## src/rtl/crf_pkg.sv

```systemverilog
package crf_pkg;
   typedef enum logic [1:0] {
      BANK_X    = 2'd0,
      BANK_A    = 2'd1,
      BANK_B    = 2'd2,
      BANK_NONE = 2'd3
   } bank_e;

   function automatic logic in_span(input int v, input int lo, input int hi);
      return (v >= lo) && (v <= hi);
   endfunction
endpackage

```

## src/rtl/crf_bank.sv

```systemverilog
module crf_bank #(
   parameter int  W     = 60,
   parameter int  N     = 8,
   parameter bit  ZERO0 = 1'b0,
   localparam int IW    = $clog2(N)
) (
   input  logic            clk,
   input  logic            rst_n,
   input  logic            we,
   input  logic [IW-1:0]   widx,
   input  logic [W-1:0]    wdata,
   input  logic            fill_en,
   input  logic [IW-1:0]   fill_idx,
   input  logic [W-1:0]    fill_data,
   output logic [N*W-1:0]  q
);
   if (N < 2) begin : g_bad_n
      $error("crf_bank needs at least two registers");
   end

   for (genvar g = 0; g < N; g++) begin : g_reg
      if (ZERO0 && g == 0) begin : g_const
         assign q[g*W +: W] = '0;
      end else begin : g_ff
         always_ff @(posedge clk or negedge rst_n) begin
            if (!rst_n)
               q[g*W +: W] <= '0;
            else if (fill_en && fill_idx == IW'(g))
               q[g*W +: W] <= fill_data;
            else if (we && widx == IW'(g))
               q[g*W +: W] <= wdata;
         end
      end
   end
endmodule

```

## src/rtl/crf_mem_ctrl.sv

```systemverilog
module crf_mem_ctrl #(
   parameter int  DW      = 60,
   parameter int  AW      = 18,
   parameter int  N       = 8,
   parameter int  LOAD_LO = 1,
   parameter int  LOAD_HI = 5,
   localparam int IW      = $clog2(N)
) (
   input  logic           clk,
   input  logic           rst_n,
   input  logic           issue,
   input  logic [IW-1:0]  issue_idx,
   input  logic [AW-1:0]  issue_addr,
   input  logic [DW-1:0]  store_data,
   output logic           mem_req,
   output logic           mem_we,
   output logic [AW-1:0]  mem_addr,
   output logic [DW-1:0]  mem_wdata,
   input  logic           mem_ack,
   input  logic [DW-1:0]  mem_rdata,
   output logic           fill_en,
   output logic [IW-1:0]  fill_idx,
   output logic [DW-1:0]  fill_data,
   output logic [N-1:0]   pend
);
   import crf_pkg::*;

   logic [IW-1:0] cur_idx;
   logic          issue_load;

   assign issue_load = in_span(int'(issue_idx), LOAD_LO, LOAD_HI);

   always_ff @(posedge clk or negedge rst_n) begin
      if (!rst_n) begin
         mem_req   <= 1'b0;
         mem_we    <= 1'b0;
         mem_addr  <= '0;
         mem_wdata <= '0;
         cur_idx   <= '0;
         pend      <= '0;
      end else begin
         if (mem_req && mem_ack) begin
            mem_req <= 1'b0;
            pend    <= '0;
         end
         if (issue) begin
            mem_req   <= 1'b1;
            mem_we    <= !issue_load;
            mem_addr  <= issue_addr;
            mem_wdata <= store_data;
            cur_idx   <= issue_idx;
            pend      <= issue_load ? (N'(1) << issue_idx) : '0;
         end
      end
   end

   assign fill_en   = mem_req && mem_ack && !mem_we;
   assign fill_idx  = cur_idx;
   assign fill_data = mem_rdata;


   req_hold_chk: assert property (@(posedge clk) disable iff (!rst_n)
      (mem_req && !mem_ack) |=> (mem_req && $stable(mem_addr) && $stable(mem_we) && $stable(mem_wdata)));

   req_drop_chk: assert property (@(posedge clk) disable iff (!rst_n)
      (mem_req && mem_ack && !issue) |=> !mem_req);

   pend_onehot_chk: assert property (@(posedge clk) disable iff (!rst_n) $onehot0(pend));

   pend_load_chk: assert property (@(posedge clk) disable iff (!rst_n)
      (|pend) |-> (mem_req && !mem_we));
endmodule

```

## src/rtl/coupled_regfile.sv

```systemverilog
module coupled_regfile
   import crf_pkg::*;
#(
   parameter int  DW       = 60,
   parameter int  AW       = 18,
   parameter int  NREG     = 8,
   parameter int  LOAD_LO  = 1,
   parameter int  LOAD_HI  = 5,
   parameter int  STORE_LO = 6,
   parameter int  STORE_HI = 7,
   localparam int IW       = $clog2(NREG)
) (
   input  logic            clk,
   input  logic            rst_n,
   input  logic            wr_en,
   input  logic [1:0]      wr_bank,
   input  logic [IW-1:0]   wr_idx,
   input  logic [DW-1:0]   wr_data,
   output logic            wr_ready,
   input  logic [1:0]      rd_bank,
   input  logic [IW-1:0]   rd_idx,
   output logic [DW-1:0]   rd_data,
   output logic            rd_stall,
   output logic            mem_req,
   output logic            mem_we,
   output logic [AW-1:0]   mem_addr,
   output logic [DW-1:0]   mem_wdata,
   input  logic            mem_ack,
   input  logic [DW-1:0]   mem_rdata,
   output logic [NREG-1:0] op_busy
);
   if (AW > DW) begin : g_bad_w
      $error("address width must not exceed data width");
   end
   if (LOAD_LO < 1 || LOAD_HI >= STORE_LO || STORE_HI >= NREG) begin : g_bad_map
      $error("coupling ranges must be ordered, skip register 0 and fit the bank");
   end

   logic [NREG*DW-1:0] x_q;
   logic [NREG*AW-1:0] a_q, b_q;
   logic               wr_coupled, accept, issue;
   logic               fill_en;
   logic [IW-1:0]      fill_idx;
   logic [DW-1:0]      fill_data;
   logic [DW-1:0]      store_data;

   assign wr_coupled = wr_en && (wr_bank == BANK_A) &&
                       (in_span(int'(wr_idx), LOAD_LO, LOAD_HI) ||
                        in_span(int'(wr_idx), STORE_LO, STORE_HI));
   assign wr_ready   = !(wr_coupled && mem_req);
   assign accept     = wr_en && wr_ready;
   assign issue      = accept && wr_coupled;
   assign store_data = x_q[wr_idx*DW +: DW];

   crf_bank #(.W(DW), .N(NREG), .ZERO0(1'b0)) u_xbank (
      .clk, .rst_n,
      .we(accept && wr_bank == BANK_X), .widx(wr_idx), .wdata(wr_data),
      .fill_en, .fill_idx, .fill_data, .q(x_q));

   crf_bank #(.W(AW), .N(NREG), .ZERO0(1'b0)) u_abank (
      .clk, .rst_n,
      .we(accept && wr_bank == BANK_A), .widx(wr_idx), .wdata(wr_data[AW-1:0]),
      .fill_en(1'b0), .fill_idx('0), .fill_data('0), .q(a_q));

   crf_bank #(.W(AW), .N(NREG), .ZERO0(1'b1)) u_bbank (
      .clk, .rst_n,
      .we(accept && wr_bank == BANK_B), .widx(wr_idx), .wdata(wr_data[AW-1:0]),
      .fill_en(1'b0), .fill_idx('0), .fill_data('0), .q(b_q));

   crf_mem_ctrl #(.DW(DW), .AW(AW), .N(NREG), .LOAD_LO(LOAD_LO), .LOAD_HI(LOAD_HI)) u_ctrl (
      .clk, .rst_n,
      .issue, .issue_idx(wr_idx), .issue_addr(wr_data[AW-1:0]), .store_data,
      .mem_req, .mem_we, .mem_addr, .mem_wdata, .mem_ack, .mem_rdata,
      .fill_en, .fill_idx, .fill_data, .pend(op_busy));

   always_comb begin
      rd_data = '0;
      case (rd_bank)
         BANK_X:  rd_data = x_q[rd_idx*DW +: DW];
         BANK_A:  rd_data = DW'(a_q[rd_idx*AW +: AW]);
         BANK_B:  rd_data = DW'(b_q[rd_idx*AW +: AW]);
         default: rd_data = '0;
      endcase
   end

   assign rd_stall = (rd_bank == BANK_X) && op_busy[rd_idx];


   bzero_chk: assert property (@(posedge clk) disable iff (!rst_n)
      (rd_bank == BANK_B && rd_idx == '0) |-> (rd_data == '0));

   stall_chk: assert property (@(posedge clk) disable iff (!rst_n)
      rd_stall |-> (mem_req && !mem_we));
endmodule

```

## config.mk

```make
export PLATFORM = sky130hd
export DESIGN_NAME = coupled_regfile
export DESIGN_NICKNAME = d
export VERILOG_FILES = /design/src/rtl/crf_pkg.sv /design/src/rtl/crf_bank.sv /design/src/rtl/crf_mem_ctrl.sv /design/src/rtl/coupled_regfile.sv
export SDC_FILE = /design/constraint.sdc
export NUM_CORES = 2
export LEC_CHECK = 0
export ABC_CLOCK_PERIOD_IN_PS = 1930
export BUFFER_PORTS_ARGS = -buffer_cell sky130_fd_sc_hd__buf_4
export CORE_MARGIN = 2
export CORE_UTILIZATION = 40
export CTS_CLUSTER_DIAMETER = 120
export CTS_CLUSTER_SIZE = 40
export DETAILED_ROUTE_END_ITERATION = 6
export GPL_TIMING_DRIVEN = 0
export PLACE_DENSITY = 0.53
export RECOVER_POWER = 25
export SLEW_MARGIN = 20
export SYNTH_ARGS = -nofsm -noshare
export SYNTH_HDL_FRONTEND = slang
export SYNTH_HIERARCHICAL = 1
export SYNTH_SLANG_ARGS = --single-unit
```

## constraint.sdc

```tcl
create_clock -name clk -period 1.93 [get_ports clk]
set_input_delay 0.193 -clock clk [delete_from_list [all_inputs] [get_ports clk]]
set_output_delay 0.193 -clock clk [all_outputs]
set_load 0.05 [all_outputs]
```

==> impl_metrics.csv <==
group,metric,value,unit
global_routing,grt_usage,29.1,%
sta,fmax,396,MHz
yosys,syn_area_per_cell,11.0,um2
sta,fin_ws,-595,ps
yosys,yosys_register_bits,841,
sta,tightestPinTransition,1120,ps
worst_setup_path,worstPathRequired,1740,ps
power_and_ir_drop,pwr_density_cell,1060,mW/mm2
clock_network,cts_tree,"yes",
power_and_ir_drop,leakage,27.7,nW
route,drt_iter0_markers,3947,
global_routing,antenna_found_initial,4,
status,status,"complete, but fails checks",
worst_setup_path,critPathMaxFanout,2,
global_routing,first_global_vias,39349,
clock_network,cts_sinks,841,
yosys,yosysSeqAreaShare,41.7,%
worst_setup_path,crit_path_end_kind,"output port",
power_and_ir_drop,ir_drop,0.000827,V
worst_setup_path,crit_type,"reg2out",
clock_network,clk_pin_slew,150,ps
run,max-cap-violations,0,
floorplanning,initial_core_util,40.2,%
global_routing,grt_overflow,0,
sta,skew,46.2,ps
cells_and_area,utilization,48.2,%
status,failed_checks,"setup timing",
worst_setup_path,critPathLaunchType,"register",
global_routing,grt_max_degree,128,
yosys,yosys.area.top_type,"dfrtp_1",
cells_and_area,fillers,11683,
sta,rsz0062_at_grt,"yes",
clock_network,clk_root_buffer_cell,"clkbuf_16",
route,first_pass_iters,6,
cells_and_area,seq_area,0.0210,mm2
yosys,syn_inst,4583,
worst_setup_path,reg2reg_slack,-10,ps
sta,final-max-slew-violation-count,0,
route,viasPerCell,5.69,
floorplanning,core,0.125,mm2
floorplanning,fp-row-count,130,
yosys,ys.flop_type,"dfrtp_1",
placed_design,place.gp.congestion,0.896,
clock_network,cts_buffer_depth,3,
cells_and_area,final_nets,5389,
yosys,synth-edff-count,0,
floorplanning,fp.dieH,359,um
global_routing,grt_pass1_wl,279000,um
worst_setup_path,cp.arrival,2330,ps
yosys,synthArstFlopShare,100,%
yosys,yosysWarnings,6,
clock_network,htree_levels,2,
hold_path,hp-class,"in2reg",
route,vias,39447,
route,detail_route.wl_per_cell,27.8,um
cells_and_area,layout-drive-gt1-share,28.8,%
sta,max_slew_margin,25.5,%
yosys,synth.most_common_cell,"mux2i_1",
sta,hold_viol_final,0,
route,ant_nets,0,
clock_network,cts_inserted_buffers,34,
cells_and_area,multi_input_area,0.0272,mm2
placed_design,io_buffers,178,
route,drt_wl_total,193000,um
yosys,synth_commonest_cells,"mux2i_1 (937), dfrtp_1 (841), nor2_1 (429)",
cells_and_area,syn_to_final_growth,19.8,%
route,drc,0,
clock_network,insertion_delay,680,ps
sta,fin_crit,2530,ps
yosys,synth.top_cell.area_share,41.7,%
sta,setup_viol,266,
power_and_ir_drop,finalPower,0.0640,W
yosys,synth_area,0.0505,mm2
yosys,ys_types,53,
sta,holdWs,26.0,ps
floorplanning,io_pins,284,
sta,post-route-period-util,131,%
floorplanning,dieWidth,359,um
placed_design,dp_hpwl,133000,um
floorplanning,die-area,0.129,mm2
yosys,synth_area_leaders,"dfrtp_1 (42%), mux2i_1 (19%), mux4_2 (9.8%)",
[area by class of cell]
class                      instances  share of cell area [%]
clock buffer                      40                    1.58
antenna                            5                  0.0207
timing repair buffer             466                    7.10
tap                             1650                    3.42
buffer                           608                    7.57
clock inverter                    22                   0.505
multi-input combinational       3297                    45.0
inverter                           4                  0.0248
sequential                       841                    34.8
[worst max-delay path: stages (launching register included)]
cell and delay, ps:
dfrtp_1 430, mux4_2 480, a2bb2oi_2 160, nand3_2 150, a32oi_4 170, buf_6 240
[metrics by stage]
step	area (um2)	setup slack (ps)	instances	TNS [ps]
finish	60400	-595	6933	-39780
CTS	59500	-640	6864	-58540
detailed placement	55300	-1180	6587	-655620
global placement	55000	-11200	6579	-9044350
global route	60400	-660	6929	-106240
floorplan	51600	-17.9	4751	-70.5
[power by group]
part / internal [W] / total (W) / switching, W
sequential: 0.0237 / 0.0282 / 0.00450
combinational: 0.0124 / 0.0247 / 0.0123
clock: 0.00407 / 0.0111 / 0.00699
total: 0.0402 / 0.0640 / 0.0238
[registers in the layout, summed over array words and instances, names as in the netlist]
signal	flops
u_xbank/q	480
u_ctrl/mem_wdata	60
u_ctrl/fill_idx	3
u_ctrl/pend	8
u_ctrl/mem_req	1
u_abank/q	144
u_ctrl/mem_we	1
u_ctrl/mem_addr	18
u_bbank/q	126
[cell usage in the layout, fill, tap and decap left out, types with 121 or more instances in the layout]
cell type	n
mux4_2	219
buf_6	153
dlygate4sd3_1	121
conb_1	170
mux2_2	126
nor2_1	383
o21ai_1	252
buf_4	420
a21oi_1	381
nand2_1	403
dfrtp_1	839
mux2i_1	898
[repair_timing]
| item | in CTS | in global routing |
|---|---|---|
| cloned | 0 | 7 |
| endpoints found under the hold margin | 668 | 277 |
| gates resized for setup | 305 | 206 |
| hold buffers | 120 | 2 |
| endpoints found under the setup margin | 715 | 876 |
| pin swaps | 20 | 26 |
| buffers inserted | 95 | 57 |
[path summary, 6_finish.rpt]
| path | cells past startpoint | to | startpoint |
|---|---|---|---|
| worst max-delay path | 5 | rd_data[3] | u_bbank/q[75] |
| worst min-delay path | 2 | u_ctrl/pend[3] | wr_idx[1] |
| worst max register to register | 7 | u_abank/q[12] | u_ctrl/mem_req |
| worst min register to register | 1 | u_ctrl/mem_wdata[5] | u_ctrl/mem_wdata[5] |
| max in group asynchronous | 6 | u_xbank/q[215] | rst_n |
| min in group asynchronous | 3 | u_xbank/q[118] | rst_n |
[routing by layer]
metal | vias up | wire (um) | global-route usage, %
met5 | - | 63 | 0.259
met4 | 4 | 7840 | 10.3
met3 | 297 | 13500 | 5.13
met2 | 1534 | 88000 | 45.4
met1 | 20102 | 83400 | 40.7
li1 | 17510 | - | -
[kinds of logic after synthesis]
group	after synthesis	share of synthesized area (%)
simple gates	937	7.82
flops	841	41.7
compound gates	867	9.64
buf+inv	613	7.95
fa+ha+maj	3	0.0744
mux	1320	32.8
other cells	2	0.0149
Power figures use the tool's default switching activity.
